<file path="config.mk">
export PLATFORM = sky130hd
export DESIGN_NAME = rfpos_start_gen
export DESIGN_NICKNAME = d
export VERILOG_FILES = /design/src/rtl/rfpos_pkg.sv /design/src/rtl/rfpos_datapath.sv /design/src/rtl/rfpos_control.sv /design/src/rtl/rfpos_start_gen.sv
export SDC_FILE = /design/constraint.sdc
export NUM_CORES = 1
export LEC_CHECK = 0
export CORE_MARGIN = 2
export CORE_UTILIZATION = 25
export CTS_CLUSTER_SIZE = 16
export DETAILED_ROUTE_END_ITERATION = 7
export HOLD_SLACK_MARGIN = 0.15
export MAX_ROUTING_LAYER = met4
export SETUP_SLACK_MARGIN = 0.1
export SLEW_MARGIN = 10
export SYNTH_ARGS = -nofsm -noshare
export SYNTH_HDL_FRONTEND = slang
export SYNTH_HIERARCHICAL = 1
export SYNTH_SLANG_ARGS = --single-unit
</file>
<file path="constraint.sdc">
create_clock -name clk -period 4.94 [get_ports clk]
set_clock_uncertainty 0.1 [all_clocks]
set_input_delay 0.988 -clock clk [delete_from_list [all_inputs] [get_ports clk]]
set_output_delay 0.988 -clock clk [all_outputs]
set_load 0.02 [all_outputs]
</file>
<file path="src/rtl/rfpos_pkg.sv">
package rfpos_pkg;
  typedef struct packed {
    logic clear;
    logic advance;
  } ctrlStrobes_t;

  // layout mirrors the start-position register bits [23:0]
  typedef struct packed {
    logic [7:0] word;
    logic [7:0] hyper;
    logic [7:0] basic;
  } framePos_t;
endpackage

</file>
<file path="src/rtl/rfpos_datapath.sv">
module rfpos_datapath
  import rfpos_pkg::*;
#(
  parameter int WORDS_PER_BF    = 16,
  parameter int BASIC_PER_HYPER = 256,
  parameter int HYPER_PER_FRAME = 150
) (
  input  logic         clk,
  input  logic         rst_n,
  input  ctrlStrobes_t strobes,
  input  logic         cfgWrEn,
  input  logic [31:0]  cfgWrData,
  output framePos_t    curPos,
  output logic         posMatch,
  output logic         frameLast
);
  localparam logic [7:0] WORD_LAST  = 8'(WORDS_PER_BF - 1);
  localparam logic [7:0] BASIC_LAST = 8'(BASIC_PER_HYPER - 1);
  localparam logic [7:0] HYPER_LAST = 8'(HYPER_PER_FRAME - 1);
  localparam logic [8:0] WORD_LIM   = 9'(WORDS_PER_BF);
  localparam logic [8:0] BASIC_LIM  = 9'(BASIC_PER_HYPER);
  localparam logic [8:0] HYPER_LIM  = 9'(HYPER_PER_FRAME);

  framePos_t posReg;
  framePos_t offsetReg;
  logic wordLast, basicLast, hyperLast, offsetValid;

  assign wordLast  = (posReg.word  == WORD_LAST);
  assign basicLast = (posReg.basic == BASIC_LAST);
  assign hyperLast = (posReg.hyper == HYPER_LAST);
  assign frameLast = wordLast & basicLast & hyperLast;

  always_ff @(posedge clk) begin
    if (!rst_n) begin
      posReg <= '0;
    end else if (strobes.clear) begin
      posReg <= '0;
    end else if (strobes.advance) begin
      posReg.word <= wordLast ? 8'd0 : posReg.word + 8'd1;
      if (wordLast)
        posReg.basic <= basicLast ? 8'd0 : posReg.basic + 8'd1;
      if (wordLast && basicLast)
        posReg.hyper <= hyperLast ? 8'd0 : posReg.hyper + 8'd1;
    end
  end

  always_ff @(posedge clk) begin
    if (!rst_n)
      offsetReg <= '1;
    else if (cfgWrEn)
      offsetReg <= framePos_t'(cfgWrData[23:0]);
  end

  assign offsetValid = ({1'b0, offsetReg.word}  < WORD_LIM)  &&
                       ({1'b0, offsetReg.basic} < BASIC_LIM) &&
                       ({1'b0, offsetReg.hyper} < HYPER_LIM);
  assign posMatch = offsetValid && (posReg == offsetReg);
  assign curPos   = posReg;

  assert_pos_range_R4: assert property (@(posedge clk) disable iff (!rst_n)
    ({1'b0, curPos.word} < WORD_LIM) && ({1'b0, curPos.basic} < BASIC_LIM) &&
    ({1'b0, curPos.hyper} < HYPER_LIM));
  assert_clear_zero_R5: assert property (@(posedge clk) disable iff (!rst_n)
    strobes.clear |=> (curPos == '0));
  assert_word_step_R2: assert property (@(posedge clk) disable iff (!rst_n)
    (strobes.advance && !strobes.clear && !wordLast) |=>
      (curPos.word == $past(curPos.word) + 8'd1));
  assert_word_wrap_R3: assert property (@(posedge clk) disable iff (!rst_n)
    (strobes.advance && !strobes.clear && wordLast && !basicLast) |=>
      (curPos.word == 8'd0 && curPos.basic == $past(curPos.basic) + 8'd1));
  assert_hold_R2: assert property (@(posedge clk) disable iff (!rst_n)
    (!strobes.advance && !strobes.clear) |=> $stable(curPos));
endmodule

</file>
<file path="src/rtl/rfpos_control.sv">
module rfpos_control
  import rfpos_pkg::*;
(
  input  logic         clk,
  input  logic         rst_n,
  input  logic         wordEn,
  input  logic         frameStart,
  input  logic         posMatch,
  input  logic         frameLast,
  output ctrlStrobes_t strobes,
  output logic         startPulse
);
  logic firedThisFrame;

  always_comb begin
    strobes.clear   = frameStart;
    strobes.advance = wordEn & ~frameStart;
  end

  assign startPulse = strobes.advance & posMatch & ~firedThisFrame;

  always_ff @(posedge clk) begin
    if (!rst_n)
      firedThisFrame <= 1'b0;
    else if (strobes.clear)
      firedThisFrame <= 1'b0;
    else if (strobes.advance && frameLast)
      firedThisFrame <= 1'b0;
    else if (startPulse)
      firedThisFrame <= 1'b1;
  end

  assert_pulse_qualified_R10: assert property (@(posedge clk) disable iff (!rst_n)
    startPulse |-> (wordEn && !frameStart));
  assert_pulse_single_R7: assert property (@(posedge clk) disable iff (!rst_n)
    startPulse |=> !startPulse);
  assert_once_per_frame_R9: assert property (@(posedge clk) disable iff (!rst_n)
    (startPulse && !frameLast) |=> (firedThisFrame && !startPulse));
endmodule

</file>
<file path="src/rtl/rfpos_start_gen.sv">
module rfpos_start_gen
  import rfpos_pkg::*;
#(
  parameter int WORDS_PER_BF    = 16,
  parameter int BASIC_PER_HYPER = 256,
  parameter int HYPER_PER_FRAME = 150
) (
  input  logic        clk,
  input  logic        rst_n,
  input  logic        wordEn,
  input  logic        frameStart,
  input  logic        cfgWrEn,
  input  logic [31:0] cfgWrData,
  output logic        startPulse,
  output logic [7:0]  curHyper,
  output logic [7:0]  curBasic,
  output logic [7:0]  curWord
);
  ctrlStrobes_t strobes;
  framePos_t    curPos;
  logic         posMatch, frameLast;

  rfpos_control u_ctrl (
    .clk(clk), .rst_n(rst_n), .wordEn(wordEn), .frameStart(frameStart),
    .posMatch(posMatch), .frameLast(frameLast),
    .strobes(strobes), .startPulse(startPulse)
  );

  rfpos_datapath #(
    .WORDS_PER_BF(WORDS_PER_BF), .BASIC_PER_HYPER(BASIC_PER_HYPER),
    .HYPER_PER_FRAME(HYPER_PER_FRAME)
  ) u_dp (
    .clk(clk), .rst_n(rst_n), .strobes(strobes), .cfgWrEn(cfgWrEn),
    .cfgWrData(cfgWrData), .curPos(curPos), .posMatch(posMatch),
    .frameLast(frameLast)
  );

  assign curHyper = curPos.hyper;
  assign curBasic = curPos.basic;
  assign curWord  = curPos.word;
endmodule

</file>
==> run_results.csv <==
group,metric,value,unit
status,status,"finished, final reports clean",
timing,setup_violations,0,
power_and_ir_drop,p_per_area,248,nW/um^2
hold_path,hold_path.class,"reg -> reg",
clocking,postCtsSetupRepairBufs,0,
layout,mostFrequentLayoutCells,"clkdlybuf4s50_1, dfxtp_1, nand2_1",
synth,syn_avg_cell_area,9.28,sq um
synth,ys_top_cells_by_area,"dfxtp_1, mux2i_1, xor2_1, nand2_1, nand4_1",
place,gp_congestion,0.776,
die,num_rows,35,
place,hpwl,4460,um
timing,fin_hold_ws,385,ps
synth,synth_seq_cells,49,
drt,drt_iter0_markers,124,
global_route,grt_usage,12.1,%
place,io_buffers,53,
synth,syn_inst,261,
drt,num_vias,2002,
timing,final.min_clock_period,4130,ps
global_route,grt_overflow,0,
global_route,grt_max_degree,28,
synth,synth_top_family_by_area,"simple AND/OR/NAND/NOR gates",
timing,rsz0062_at_grt,"false",
clocking,htreeDepth,2,
worst_setup_path,crit_fanout,10,
drt,routed_wl,6000,um
clocking,clk-insertion-delay-late,300,ps
worst_setup_path,end_kind,"output port",
clocking,cts_tree,"yes",
timing,fin_setup_tns,0,ps
synth,synth_top_area_cell,"dfxtp_1",
timing,final-hold-violation-count,0,
drt,vias_per_cell,4.57,
drt,drc_errors,0,
synth,synthAdderAreaFrac,2.07,%
die,top_level_ports,62,
clocking,clk_pin_slew_worst_paths,90,ps
die,die_w,102,um
layout,areaGrowthSynthToFinish,30.7,%
timing,worst_pin_slew,578,ps
layout,final_common_cell,"clkdlybuf4s50_1",
synth,synthSimpleGateAreaFrac,24.2,%
synth,synth_compound_gate_area_share,6.97,%
die,die_area,10500,sq um
worst_setup_path,crit_type,"reg -> out",
global_route,grt_pass1_wl,9640,um
worst_setup_path,worstPathRequired,3850,ps
synth,syn_nets,302,
power_and_ir_drop,leakagePower,1.16,nW
synth,synth_xor_area_share,11.6,%
flow_run,drv_cap,0,
synth,synth_area,2420,sq um
clocking,ctsHoldBuffers,0,
die,start_util,26.0,%
timing,slew-limit-headroom,60.5,%
drt,drtAntennaViolNets,0,
timing,drv_slew,0,
clocking,clockRootBuffer,"clkbuf_8",
drt,drt_first_pass_iters,6,
synth,synth_top_area_share,40.5,%
synth,yosysWarnings,6,
timing,fmax,242,MHz
synth,yosysSeqAreaShare,40.5,%
global_route,grt_pass1_vias,1923,
layout,drive_gt1_share,4.53,%
die,die_y,102,um
power_and_ir_drop,vdd_drop_max,0.110,mV
layout,fin_util,33.9,%
layout,n_antenna_cell,0,
clocking,ctsResizeCount,0,
synth,synth_cell_type_count,38,
worst_setup_path,cp_data_arrival_time,3040,ps
clocking,clockBufferDepth,2,
layout,fin_nets,349,
timing,period_share,83.6,%
worst_setup_path,cp-start-kind,"flip-flop",
clocking,clock-sinks,49,
global_route,antenna_found_initial,0,
drt,wl_per_cell,13.7,um
clocking,cts_made_buffers,5,
die,coreArea,9330,sq um
synth,synth_mux_area_share,10.7,%
## layer usage
| metal | part of all wire (%) | global-route usage, % | up-vias | wire length (um) |
|---|---|---|---|---|
| li1 | - | - | 1012 | - |
| met1 | 48 | 15.8 | 931 | 2910 |
| met2 | 46 | 18.9 | 54 | 2780 |
| met3 | 4.2 | 2.39 | 5 | 254 |
| met4 | 0.98 | 3.59 | 0 | 59 |
| met5 | 0 | - | - | 0 |
## final timing paths
check	from	end	slack [ps]	depth (start not counted)
worst max-delay path	u_dp/curPos[2]	startPulse	810	7
worst min-delay path	u_dp/offsetReg[20]	u_dp/offsetReg[20]	390	2
worst max register to register	u_dp/curPos[2]	u_ctrl/firedThisFrame	2520	6
worst min register to register	u_dp/offsetReg[20]	u_dp/offsetReg[20]	390	2
## flip-flops by register name (all words and copies together), names as in the netlist
name / count
u_ctrl/firedThisFrame: 1
u_dp/curPos: 24
u_dp/offsetReg: 24
## worst max-delay path, cell delays in order, from the launching register on
cell             delay (ps)
dfxtp_1                 560
xor2_1                  130
nor4_1                  340
nand4_1                 120
a2111oi_0               570
nand2_1                 120
nor3_1                  240
clkdlybuf4s50_1         660
## cell usage after synthesis
| cell type | number |
|---|---|
| dfxtp_1 | 49 |
| nand2_1 | 38 |
| xor2_1 | 27 |
| mux2i_1 | 26 |
| nor2_1 | 15 |
| a21oi_1 | 12 |
| nand4_1 | 11 |
| buf_2 | 7 |
| nand3_1 | 7 |
| nor4_1 | 6 |
| and3_1 | 5 |
| and4_1 | 5 |
| clkbuf_1 | 5 |
| o21ai_0 | 5 |
| xnor2_1 | 5 |
| ha_1 | 4 |
| or3b_1 | 4 |
| buf_4 | 3 |
| a211o_1 | 2 |
| inv_1 | 2 |
| nand2b_1 | 2 |
| nand4_2 | 2 |
| nor2b_1 | 2 |
| nor3_1 | 2 |
| o211ai_1 | 2 |
| a2111oi_0 | 1 |
| a2111oi_1 | 1 |
| a21o_1 | 1 |
| a32oi_1 | 1 |
| and2_1 | 1 |
| buf_6 | 1 |
| nand4bb_1 | 1 |
| nor4_4 | 1 |
| nor4b_4 | 1 |
| o31ai_1 | 1 |
| o41ai_1 | 1 |
| or3_1 | 1 |
| or4_1 | 1 |
## stage by stage
stage	instance area [sq um]	instances	setup WS, ps	power, mW
floorplan	2420	261	1750	0.459
global placement	3050	430	1170	0.492
detailed placement	3050	430	1160	0.493
CTS	3170	438	787	0.792
global route	3170	438	533	0.811
finish	3170	438	811	0.785
## kinds of logic after synthesis
| group | Yosys count |
|---|---|
| and+or+nand+nor | 105 |
| DFF | 49 |
| xor gates and xnor gates | 32 |
| AOI/OAI and AO/OA | 27 |
| muxes | 26 |
| buffers and inverters | 18 |
| adders and majority gates | 4 |
## power by group
part / internal, mW / switching [mW]
clock network: 0.165 / 0.136
registers: 0.407 / 0.00999
logic: 0.0387 / 0.0284
total: 0.611 / 0.174
## cell type report
type | instances | area (sq um)
Inverter | 2 | 7.51
Sequential cell | 49 | 981
Fill cell | 962 | 6160
Clock buffer | 7 | 86.3
Clock inverter | 1 | 30.0
Timing Repair Buffer | 56 | 553
Multi-Input combinational cell | 194 | 1350
Tap cell | 129 | 161
No activity file was read; power rests on OpenSTA's default activity.
